`config.mk`:
```
export PLATFORM = sky130hd
export DESIGN_NAME = hold_reg_mapper
export DESIGN_NICKNAME = d
export VERILOG_FILES = /design/src/rtl/hrm_pkg.sv /design/src/rtl/hrm_clear.sv /design/src/rtl/hrm_tracker.sv /design/src/rtl/hrm_xlate.sv /design/src/rtl/hold_reg_mapper.sv
export SDC_FILE = /design/constraint.sdc
export NUM_CORES = 1
export LEC_CHECK = 0
export ABC_AREA = 1
export BUFFER_PORTS_ARGS = -buffer_cell sky130_fd_sc_hd__buf_2
export CORE_MARGIN = 2
export CORE_UTILIZATION = 25
export CTS_BUF_LIST = sky130_fd_sc_hd__clkbuf_4 sky130_fd_sc_hd__clkbuf_8 sky130_fd_sc_hd__clkbuf_16
export DETAILED_ROUTE_END_ITERATION = 16
export HOLD_SLACK_MARGIN = 0.06
export SYNTH_ARGS = -nofsm -noshare
export SYNTH_HDL_FRONTEND = slang
export SYNTH_SLANG_ARGS = --single-unit
```
`constraint.sdc`:
```
create_clock -name clk -period 2.5 [get_ports clk]
set_clock_uncertainty 0.2 [all_clocks]
set_input_delay 0.5 -clock clk [delete_from_list [all_inputs] [get_ports clk]]
set_output_delay 0.5 -clock clk [all_outputs]
set_load 0.05 [all_outputs]
```
`src/rtl/hrm_pkg.sv`:
```
package hrm_pkg;

  localparam int CFG_W = 5;
  localparam logic [1:0] ROM_BANK = 2'd3;

  typedef struct packed {
    logic [2:0] pair_sel;
    logic       wr_en;
    logic       rom_off;
  } cfg_t;

  typedef struct packed {
    logic [1:0] lo;
    logic [1:0] hi;
  } bank_pair_t;

  function automatic bank_pair_t pair_lookup(input logic [2:0] sel);
    bank_pair_t p;
    case (sel)
      3'd0:    p = '{lo: 2'd2, hi: 2'd3};
      3'd1:    p = '{lo: 2'd0, hi: 2'd3};
      3'd2:    p = '{lo: 2'd2, hi: 2'd0};
      3'd3:    p = '{lo: 2'd0, hi: 2'd2};
      3'd4:    p = '{lo: 2'd2, hi: 2'd3};
      3'd5:    p = '{lo: 2'd1, hi: 2'd3};
      3'd6:    p = '{lo: 2'd2, hi: 2'd1};
      default: p = '{lo: 2'd1, hi: 2'd2};
    endcase
    return p;
  endfunction

endpackage

```
`src/rtl/hrm_clear.sv`:
```
module hrm_clear #(
  parameter int MEM_AW    = 13,
  parameter int RAM_WORDS = 6144
) (
  input  logic              clk,
  input  logic              rst_n,
  output logic              busy_o,
  output logic [MEM_AW-1:0] addr_o
);
  localparam logic [MEM_AW-1:0] LAST = MEM_AW'(RAM_WORDS - 1);

  logic [MEM_AW-1:0] cnt;
  logic              busy;

  always_ff @(posedge clk or negedge rst_n) begin
    if (!rst_n) begin
      cnt  <= '0;
      busy <= 1'b1;
    end else if (busy) begin
      if (cnt == LAST) busy <= 1'b0;
      else             cnt  <= cnt + 1'b1;
    end
  end

  assign busy_o = busy;
  assign addr_o = cnt;

  // the sweep stops exactly after the last RAM word
  p_clear_stops_r1: assert property (@(posedge clk) disable iff (!rst_n)
    (busy && cnt == LAST) |=> (!busy && $stable(cnt)));

  // the sweep never walks into the ROM bank
  p_clear_in_ram_r1: assert property (@(posedge clk) disable iff (!rst_n)
    busy |-> (cnt <= LAST));

endmodule

```
`src/rtl/hrm_tracker.sv`:
```
module hrm_tracker #(
  parameter int GAP = 5
) (
  input  logic       clk,
  input  logic       rst_n,
  input  logic       acc,
  input  logic       distinct,
  input  logic       cart,
  input  logic       latch_zone,
  input  logic       hot_hit,
  input  logic       wen,
  input  logic [7:0] addr_lo,
  output logic [7:0] hold_o,
  output logic       pending_o,
  output logic       do_latch,
  output logic       do_hot,
  output logic       do_commit
);
  localparam int DMAX = GAP + 1;
  localparam int DW   = $clog2(DMAX + 1);
  localparam logic [DW-1:0] DSAT = DW'(DMAX);
  localparam logic [DW-1:0] DGAP = DW'(GAP);

  logic [7:0]    hold;
  logic          pending;
  logic [DW-1:0] delta, delta_now;
  logic          pend_live;

  // saturating count of distinct accesses since arming
  assign delta_now = (delta == DSAT) ? DSAT : delta + DW'(distinct);
  assign pend_live = pending && (delta_now <= DGAP);

  assign do_latch  = acc && latch_zone && (!wen || !pend_live);
  assign do_hot    = acc && !do_latch && hot_hit;
  assign do_commit = acc && !do_latch && !do_hot && cart && wen &&
                     pend_live && (delta_now == DGAP);

  always_ff @(posedge clk or negedge rst_n) begin
    if (!rst_n) begin
      hold    <= '0;
      pending <= 1'b0;
      delta   <= '0;
    end else if (acc) begin
      if (do_latch) begin
        hold    <= addr_lo;
        pending <= 1'b1;
        delta   <= '0;
      end else begin
        pending <= (do_hot || do_commit) ? 1'b0 : pend_live;
        delta   <= delta_now;
      end
    end
  end

  assign hold_o    = hold;
  assign pending_o = pending;

  // a latch arms and captures the low address byte
  p_latch_arms_r4: assert property (@(posedge clk) disable iff (!rst_n)
    do_latch |=> (pending && hold == $past(addr_lo)));

  // the configuration hotspot disarms
  p_hot_disarms_r5: assert property (@(posedge clk) disable iff (!rst_n)
    do_hot |=> !pending);

  // a commit disarms and keeps the held byte
  p_commit_disarms_r7: assert property (@(posedge clk) disable iff (!rst_n)
    do_commit |=> (!pending && $stable(hold)));

  // passing the window without a commit cancels
  p_cancel_r9: assert property (@(posedge clk) disable iff (!rst_n)
    (acc && pending && !do_latch && delta == DGAP && distinct) |=> !pending);

  // a repeated address leaves the count unchanged
  p_repeat_r8: assert property (@(posedge clk) disable iff (!rst_n)
    (acc && !distinct && !do_latch) |=> $stable(delta));

endmodule

```
`src/rtl/hrm_xlate.sv`:
```
module hrm_xlate
  import hrm_pkg::*;
#(
  parameter int BANK_AW = 11
) (
  input  cfg_t               cfg,
  input  logic [BANK_AW:0]   off,
  output logic [BANK_AW+1:0] mem_addr,
  output logic               into_rom
);
  bank_pair_t pair;
  logic [1:0] bank_of [2];
  logic [1:0] sel_bank;

  assign pair = pair_lookup(cfg.pair_sel);

  for (genvar h = 0; h < 2; h++) begin : g_half
    if (h == 0) begin : g_lo
      assign bank_of[h] = pair.lo;
    end else begin : g_hi
      assign bank_of[h] = pair.hi;
    end
  end

  assign sel_bank = bank_of[off[BANK_AW]];
  assign mem_addr = {sel_bank, off[BANK_AW-1:0]};
  assign into_rom = (sel_bank == ROM_BANK);

endmodule

```
`src/rtl/hold_reg_mapper.sv`:
```
module hold_reg_mapper
  import hrm_pkg::*;
#(
  parameter int BANK_AW   = 11,
  parameter int GAP       = 5,
  parameter int RAM_BANKS = 3
) (
  input  logic               clk,
  input  logic               rst_n,
  input  logic               bus_valid,
  output logic               bus_ready,
  input  logic [BANK_AW+1:0] bus_addr,
  output logic               rsp_valid,
  output logic [7:0]         rsp_data,
  output logic               mem_en,
  output logic               mem_we,
  output logic [BANK_AW+1:0] mem_addr,
  output logic [7:0]         mem_wdata,
  input  logic [7:0]         mem_rdata,
  output logic [CFG_W-1:0]   cfg_state,
  output logic               rom_power_on
);
  localparam int WIN_AW    = BANK_AW + 1;
  localparam int ADDR_W    = WIN_AW + 1;
  localparam int MEM_AW    = BANK_AW + 2;
  localparam int RAM_WORDS = RAM_BANKS << BANK_AW;
  localparam logic [WIN_AW-1:0] HOT_OFF = WIN_AW'((1 << WIN_AW) - 8);

  logic              clearing;
  logic [MEM_AW-1:0] clr_addr;
  logic              acc, cart, distinct, latch_zone, hot_hit;
  logic [WIN_AW-1:0] off;
  logic [ADDR_W-1:0] prev_addr;
  logic              prev_vld;
  cfg_t              cfg;
  logic [7:0]        hold;
  logic              pending;
  logic              do_latch, do_hot, do_commit, write_ok;
  logic [MEM_AW-1:0] map_addr;
  logic              into_rom;
  logic              rsp_q, wrote_q;
  logic [7:0]        wdat_q;

  hrm_clear #(.MEM_AW(MEM_AW), .RAM_WORDS(RAM_WORDS)) u_clear (
    .clk(clk), .rst_n(rst_n), .busy_o(clearing), .addr_o(clr_addr)
  );

  assign bus_ready  = !clearing;
  assign acc        = bus_valid && bus_ready;
  assign cart       = bus_addr[WIN_AW];
  assign off        = bus_addr[WIN_AW-1:0];
  assign distinct   = !prev_vld || (bus_addr != prev_addr);
  assign latch_zone = cart && (off[WIN_AW-1:8] == '0);
  assign hot_hit    = cart && (off == HOT_OFF);

  always_ff @(posedge clk or negedge rst_n) begin
    if (!rst_n) begin
      prev_addr <= '0;
      prev_vld  <= 1'b0;
    end else if (acc) begin
      prev_addr <= bus_addr;
      prev_vld  <= 1'b1;
    end
  end

  hrm_tracker #(.GAP(GAP)) u_track (
    .clk(clk), .rst_n(rst_n), .acc(acc), .distinct(distinct), .cart(cart),
    .latch_zone(latch_zone), .hot_hit(hot_hit), .wen(cfg.wr_en),
    .addr_lo(bus_addr[7:0]), .hold_o(hold), .pending_o(pending),
    .do_latch(do_latch), .do_hot(do_hot), .do_commit(do_commit)
  );

  always_ff @(posedge clk or negedge rst_n) begin
    if (!rst_n)      cfg <= '0;
    else if (do_hot) cfg <= cfg_t'(hold[CFG_W-1:0]);
  end

  hrm_xlate #(.BANK_AW(BANK_AW)) u_xlate (
    .cfg(cfg), .off(off), .mem_addr(map_addr), .into_rom(into_rom)
  );

  assign write_ok  = do_commit && !into_rom;
  assign mem_en    = clearing || (acc && cart);
  assign mem_we    = clearing || write_ok;
  assign mem_addr  = clearing ? clr_addr : map_addr;
  assign mem_wdata = clearing ? 8'h00 : hold;

  always_ff @(posedge clk or negedge rst_n) begin
    if (!rst_n) begin
      rsp_q   <= 1'b0;
      wrote_q <= 1'b0;
      wdat_q  <= '0;
    end else begin
      rsp_q   <= acc && cart;
      wrote_q <= write_ok;
      wdat_q  <= hold;
    end
  end

  assign rsp_valid    = rsp_q;
  assign rsp_data     = wrote_q ? wdat_q : mem_rdata;
  assign cfg_state    = cfg;
  assign rom_power_on = !cfg.rom_off;

  // a response follows exactly one accepted window access
  p_rsp_follows_r2: assert property (@(posedge clk) disable iff (!rst_n)
    rsp_valid |-> $past(bus_valid && bus_ready && bus_addr[WIN_AW]));

  // the configuration takes the held low bits
  p_cfg_load_r5: assert property (@(posedge clk) disable iff (!rst_n)
    do_hot |=> (cfg_state == $past(hold[CFG_W-1:0])));

  // the ROM bank never receives a bus-side store
  p_rom_safe_r10: assert property (@(posedge clk) disable iff (!rst_n)
    (mem_we && !clearing) |-> (mem_addr[MEM_AW-1:MEM_AW-2] != ROM_BANK));

  // no store happens while writing is disabled
  p_wen_gate_r6: assert property (@(posedge clk) disable iff (!rst_n)
    (mem_we && !clearing) |-> cfg.wr_en);

  // nothing is taken during the clear
  p_no_take_r12: assert property (@(posedge clk) disable iff (!rst_n)
    clearing |-> !rsp_valid || $past(!clearing));

endmodule

```
==> results of run 1 <==
## Yosys cell counts, types with 2 or more instances
master / instances
a21oi_1: 2
buf_2: 2
clkbuf_1: 7
dfrtp_1: 54
ha_1: 3
inv_1: 43
mux2_2: 8
nand2_1: 96
nand3_1: 12
nand3b_1: 2
nand4_1: 9
nor2_1: 34
nor2_2: 3
nor3_1: 2
nor4_1: 2
o21ai_0: 36
o21ai_1: 11
o22ai_1: 2
or2_2: 2
xnor2_1: 3
xor2_1: 8
## cell families (layout without fill, tap and decap cells)
kind of cell               Yosys count  after routing  share of synthesized area [%]
AOI/OAI and AO/OA                   53             53                           9.67
adders and majority gates            3              3                           1.33
muxes                                8              8                           3.19
DFF                                 55             55                           48.8
xor gates and xnor gates            11             11                           3.42
and+or+nand+nor                    167            167                           25.6
buffers and inverters               56            156                           7.94
## timing repair
item,4_1_cts,5_1_grt
endpoints found under the setup margin,8,20
hold buffers,1,0
setup buffers,3,7
cloned,1,2
hold endpoints to repair,20,0
gates resized for setup,19,48
pin swaps,13,7
## worst max-delay path by stage
stage | start | endpoint | slack [ps]
after floorplan | bus_addr[1] | mem_we | -400
after global placement | bus_addr[1] | mem_we | -750
after detailed placement | bus_addr[1] | mem_we | -810
after CTS | prev_addr[1]$_DFFE_PN0P_ | mem_we | -680
after global routing | prev_addr[1]$_DFFE_PN0P_ | mem_we | -930
final | prev_addr[6]$_DFFE_PN0P_ | mem_we | -730
## where the power goes
part | total (mW) | switching (mW) | internal [mW]
logic | 0.792 | 0.513 | 0.279
registers | 1.09 | 0.100 | 0.987
clock network | 0.794 | 0.326 | 0.468
## sequential cells by signal, indices dropped and copies added, names as in the netlist
register	flops
u_clear.busy_o	1
prev_vld	1
u_clear.addr_o	13
prev_addr	13
u_track.delta	3
rsp_valid	1
u_track.pending_o	1
wdat_q	8
wrote_q	1
u_track.hold_o	8
cfg_state	5
## critical path, delay by kind of cell, from the launching register on
| family | cells | cell delay [ps] |
|---|---|---|
| flip-flops | 1 | 380 |
| AND/OR/NAND/NOR | 12 | 1030 |
| adder cells (fa/ha/maj) | 2 | 380 |
| buffers and inverters | 2 | 230 |
| AO/OA/AOI/OAI | 2 | 240 |
## metal layers
| layer | part of all wire [%] | wire, um | track usage [%] |
|---|---|---|---|
| met5 | 0 | 0 | 0 |
| met4 | 2.6 | 210 | 4.02 |
| met3 | 4.5 | 369 | 2.18 |
| met2 | 46 | 3770 | 22.3 |
| met1 | 46 | 3770 | 18.2 |
## layout make-up
type	instances	area, um^2
Timing Repair Buffer	104	744
Sequential cell	55	1380
Fill cell	1110	6830
Multi-Input combinational cell	242	1460
Clock buffer	5	125
Clock inverter	2	37.5
Tap cell	140	175
Inverter	45	189
## through the flow
stage | instance area, um^2 | utilization [%]
final | 4110 | 37.6
after global routing | 4110 | 37.6
after CTS | 3850 | 35.2
after detailed placement | 3570 | 32.6
after global placement | 3570 | 32.6
after floorplan | 2900 | -
==> flow_summary.ini, run 1 <==
[run_status]
status = finished, violations left
violations = negative setup slack

[routing]
ant_nets = 0
routedWlPerCell_um = 13.7
vias = 2648
drt_iter0_markers = 88
drtPass1Iterations = 4
drc_errors = 0
via_per_inst = 4.47
drt-total-wl_mm = 8.13

[timing]
fin_crit_sh_pct = 129
whs_ps = 233
setup_violations = 14
hold_violations = 0
rsz0062_at_grt = yes
max_clock_freq_ghz = 0.309
drv_slew = 0
maxSlewHeadroom_pct = 64.6
tns_ps = -3290
tightest_slew_ps = 531
fin_crit_ps = 3230
fin_ws_ps = -734

[clocking]
cts.clk_slew.worst_paths_ps = 80
cts_buffers = 5
numClockSinks = 55
cts_tree = built
clock-root-buffer = clkbuf_16
cts.htree.levels = 2
clockBufferDepth = 2
clkLatencyLatePin_ps = 300

[final_layout]
drive_gt1_share_pct = 40.2
final_common_cell = nand2_1
final_cells = 593
nNetsFinal = 480
layout_common_cells = nand2_1 (76), buf_2 (60), dfrtp_1 (54), buf_4 (32)
antenna_cells = 0
area_delta_synth_final_pct = 45.7

[placed_design]
numPortBuffers = 62
dp_slack_ps = -806
routabilityCongestion = 0.916
placedCellCount = 574
dp_hpwl_mm = 5.81

[floorplanning]
rows = 38
start_util_pct = 25.8
dieHeight_um = 110
ioPinCount = 63
die_x_um = 110
die_area_um2 = 12100
core_um2 = 10900

[worst_hold_path]
whs_endpoint = wdat_q[7]$_DFF_PN0_
hp-start = u_track.hold_o[7]$_DFFE_PN0P_
holdPathStages = 0
worstHoldPathType = reg2reg

[critical_path]
setup.worst_path.end_class = output pin
slowest_delay_ps = 380
path_max_fanout = 3
arrival_ps = 2530
cpMostUsedCell = nand2_4
worstSetupStartpointType = flip-flop
path_class = reg2out
reg2regPathDepth = 19
r2r-end = u_track.hold_o[1]$_DFFE_PN0P_
r2r_slack_ps = -240
critPathRequiredTime_ps = 1800
crit_slowest_cell = dfrtp_1
path_cells = nand2_1 > o21ai_0 > nor2_1 > nand4_1 > nor2_1 > nand3_1 > ha_2 > ha_4 > inv_2 > nand2_2 > nand2_4 > nand2_4 > nand2_4 > nand3_4 > nand2_4 > nand2_4 > o21ai_4 > buf_6
reg2reg_from = prev_addr[6]$_DFFE_PN0P_

[global_route]
grt_max_degree = 36
antenna_found_initial = 0
grt_pass1_vias = 2506
grt_pass1_wl_mm = 12.5
grt-ovfl-total = 0
grt_usage_pct = 13.5

[logic_synthesis]
synth-edff-count = 0
yosysTopAreaCell = dfrtp_1
synthArstFlopShare_pct = 100
synth_cell_type_count = 33
syn_area_um2 = 2820
ys_ff_latch = 55
yosys_warnings = 0
yosysSeqAreaShare_pct = 48.8
syn_area_per_cell_um2 = 7.99
synth.area.top_cells = dfrtp_1 (48%), nand2_1 (13%), o21ai_0 (6.4%)
synth.top_cell.area_share_pct = 47.9
syn-instance-count = 353
synth_nets = 380
synth_flop_cell = dfrtp_1

[power_and_ir_drop]
power_leakage_nw = 2.00
ir_worst_vdd_mv = 0.354
power.total_mw = 2.67
p_per_area_nw_per_um2 = 651

[run]
max_cap_violations = 0
No activity file was read; power rests on OpenSTA's default activity.
==> run 2: changes to the inputs <==
--- a/config.mk
+++ b/config.mk
@@ -9,7 +9,7 @@
 export BUFFER_PORTS_ARGS = -buffer_cell sky130_fd_sc_hd__buf_2
 export CORE_MARGIN = 2
 export CORE_UTILIZATION = 25
-export CTS_BUF_LIST = sky130_fd_sc_hd__clkbuf_4 sky130_fd_sc_hd__clkbuf_8 sky130_fd_sc_hd__clkbuf_16
+export CTS_BUF_LIST = sky130_fd_sc_hd__clkbuf_8
 export DETAILED_ROUTE_END_ITERATION = 16
 export HOLD_SLACK_MARGIN = 0.06
 export SYNTH_ARGS = -nofsm -noshare
==> constraint.sdc (replaced) <==
create_clock -name clk -period 4.1 [get_ports clk]
set_clock_uncertainty 0.2 [all_clocks]
set_input_delay 0.82 -clock clk [delete_from_list [all_inputs] [get_ports clk]]
set_output_delay 0.82 -clock clk [all_outputs]
set_load 0.05 [all_outputs]
==> flow_summary.ini, run 2 (synthesis results as in run 1) <==
[run_status]
status = finished clean

[critical_path]
r2r_slack_ps = 1330
setup.worst_path.end_class = output pin
arrival_ps = 2910
critPathRequiredTime_ps = 3080
worstSetupStartpointType = input pin
path_max_fanout = 5
path_class = in2out

[global_route]
grt_usage_pct = 12.5
grt_pass1_vias = 2329
antenna_found_initial = 0
grt_max_degree = 43
grt-ovfl-total = 0
grt_pass1_wl_mm = 11.7

[power_and_ir_drop]
power.total_mw = 1.31
p_per_area_nw_per_um2 = 381
power_switching_mw = 0.452
power_leakage_nw = 1.72
sequentialPowerShare_pct = 49.7
ir_worst_vdd_mv = 0.167
swShare_pct = 34.6
p_comb_share_pct = 26.0
pwr-share-clk_pct = 24.3
intPower_mw = 0.853

[final_layout]
final_util_pct = 31.4
layout_common_cells = nand2_1 (95), buf_2 (61), dfrtp_1 (54), inv_1 (38), o21ai_0 (35)
final_common_cell = nand2_1
area_delta_synth_final_pct = 21.7
nNetsFinal = 445
antenna_cells = 0
final_cell_area_um2 = 3430
drive_gt1_share_pct = 25.3

[timing]
fin_crit_ps = 3930
whs_ps = 213
setup_violations = 0
tightest_slew_ps = 936
max_clock_freq_ghz = 0.254
fin_crit_sh_pct = 95.8
drv_slew = 0
hold_violations = 0
maxSlewHeadroom_pct = 37.6

[placed_design]
numPortBuffers = 62
placed_cell_area_um2 = 3300
routabilityCongestion = 0.831
dp_hpwl_mm = 5.61

[routing]
vias = 2451
ant_nets = 0
drt_iter0_markers = 137
via_per_inst = 4.38
routedWlPerCell_um = 13.1
drt-total-wl_mm = 7.35
drtPass1Iterations = 4
drc_errors = 0

[worst_hold_path]
worstHoldPathType = reg2reg

[floorplanning]
ioPinCount = 63
start_util_pct = 25.8
die_x_um = 110
dieHeight_um = 110
core_um2 = 10900
rows = 38
die_area_um2 = 12100

[clocking]
cts_tree = built
cts_hold_buf = 0
cts.htree.levels = 2
numClockSinks = 55
clock-root-buffer = clkbuf_8
clkLatencyLatePin_ps = 300
clockBufferDepth = 2
cts.clk_slew.worst_paths_ps = 100
cts_buffers = 5

[run]
max_cap_violations = 0
## run 2: changes by cell type in the layout (fill, tap and decap cells not counted), sizes merged
cell	before	now
buf	100	69
bufinv	1	0
clkbuf	8	7
clkinvlp	1	0
dlygate4sd3	1	0
inv	44	45
## run 2: final timing paths
check                           depth (start not counted)                       end                     startpoint
worst min-delay path                                    0       wdat_q[7]$_DFF_PN0_  u_track.hold_o[7]$_DFFE_PN0P_
worst min register to register                          0       wdat_q[7]$_DFF_PN0_  u_track.hold_o[7]$_DFFE_PN0P_
worst max-delay path                                   17                    mem_we                   bus_addr[10]
max in group asynchronous                               2  u_clear.busy_o$_DFF_PN1_                          rst_n
min in group asynchronous                               1       wdat_q[6]$_DFF_PN0_                          rst_n
worst max register to register                         19  cfg_state[1]$_DFFE_PN0P_       prev_addr[6]$_DFFE_PN0P_
## run 2: final cells by class
type | instances | area (um^2)
inverter | 45 | 169
fill | 1190 | 7500
multi-input combinational | 242 | 1240
clock inverter | 1 | 3.75
sequential | 55 | 1380
tap | 140 | 175
timing repair buffer | 69 | 369
clock buffer | 7 | 96.3
## run 2: power by group through the flow
stage / Sequential, mW / Clock [mW] / Combinational (mW)
floorplan: 0.645 / 0 / 0.241
global placement: 0.655 / 0 / 0.322
detailed placement: 0.656 / 0 / 0.327
CTS: 0.646 / 0.328 / 0.328
global route: 0.659 / 0.351 / 0.379
finish: 0.649 / 0.317 / 0.339
## run 2: critical path, cell delays in order
cell and delay [ps]:
buf_2 120, inv_2 100, o22ai_1 90, nor4_1 290
nand3_1 130, ha_1 190, ha_1 190, inv_1 50
nand2_1 40, nand2_1 80, nand2_1 90, nand2_2 100
nand3_4 90, inv_2 70, nand3_1 100, o21ai_2 180
buf_6 170
## run 2: per-stage QoR
| step | setup TNS (ps) | worst slack, ps | instances |
|---|---|---|---|
| 2_1_floorplan | 0 | 89.5 | 353 |
| 3_3_place_gp | 0 | 17.1 | 551 |
| 3_5_place_dp | -20.6 | -20.6 | 551 |
| 4_1_cts | 0 | 10.3 | 559 |
| 5_1_grt | -23.1 | -23.1 | 559 |
| 6_report | 0 | 170 | 559 |
## run 2: what timing repair did
| item | CTS | global route |
|---|---|---|
| gates resized for setup | 1 | 12 |
| pin swaps | 0 | 3 |
| buffers inserted | 0 | 0 |
| setup endpoints to repair | 1 | 1 |
## run 2: layer usage
layer | global-route usage, % | routed length [um] | part of all wire [%] | vias to the layer above
met3 | 2.59 | 531 | 7.2 | 7
met4 | 3.21 | 56 | 0.76 | 0
met5 | 0 | 0 | 0 | -
li1 | - | - | - | 1259
met1 | 17.9 | 3630 | 49 | 1103
met2 | 19.4 | 3140 | 43 | 82
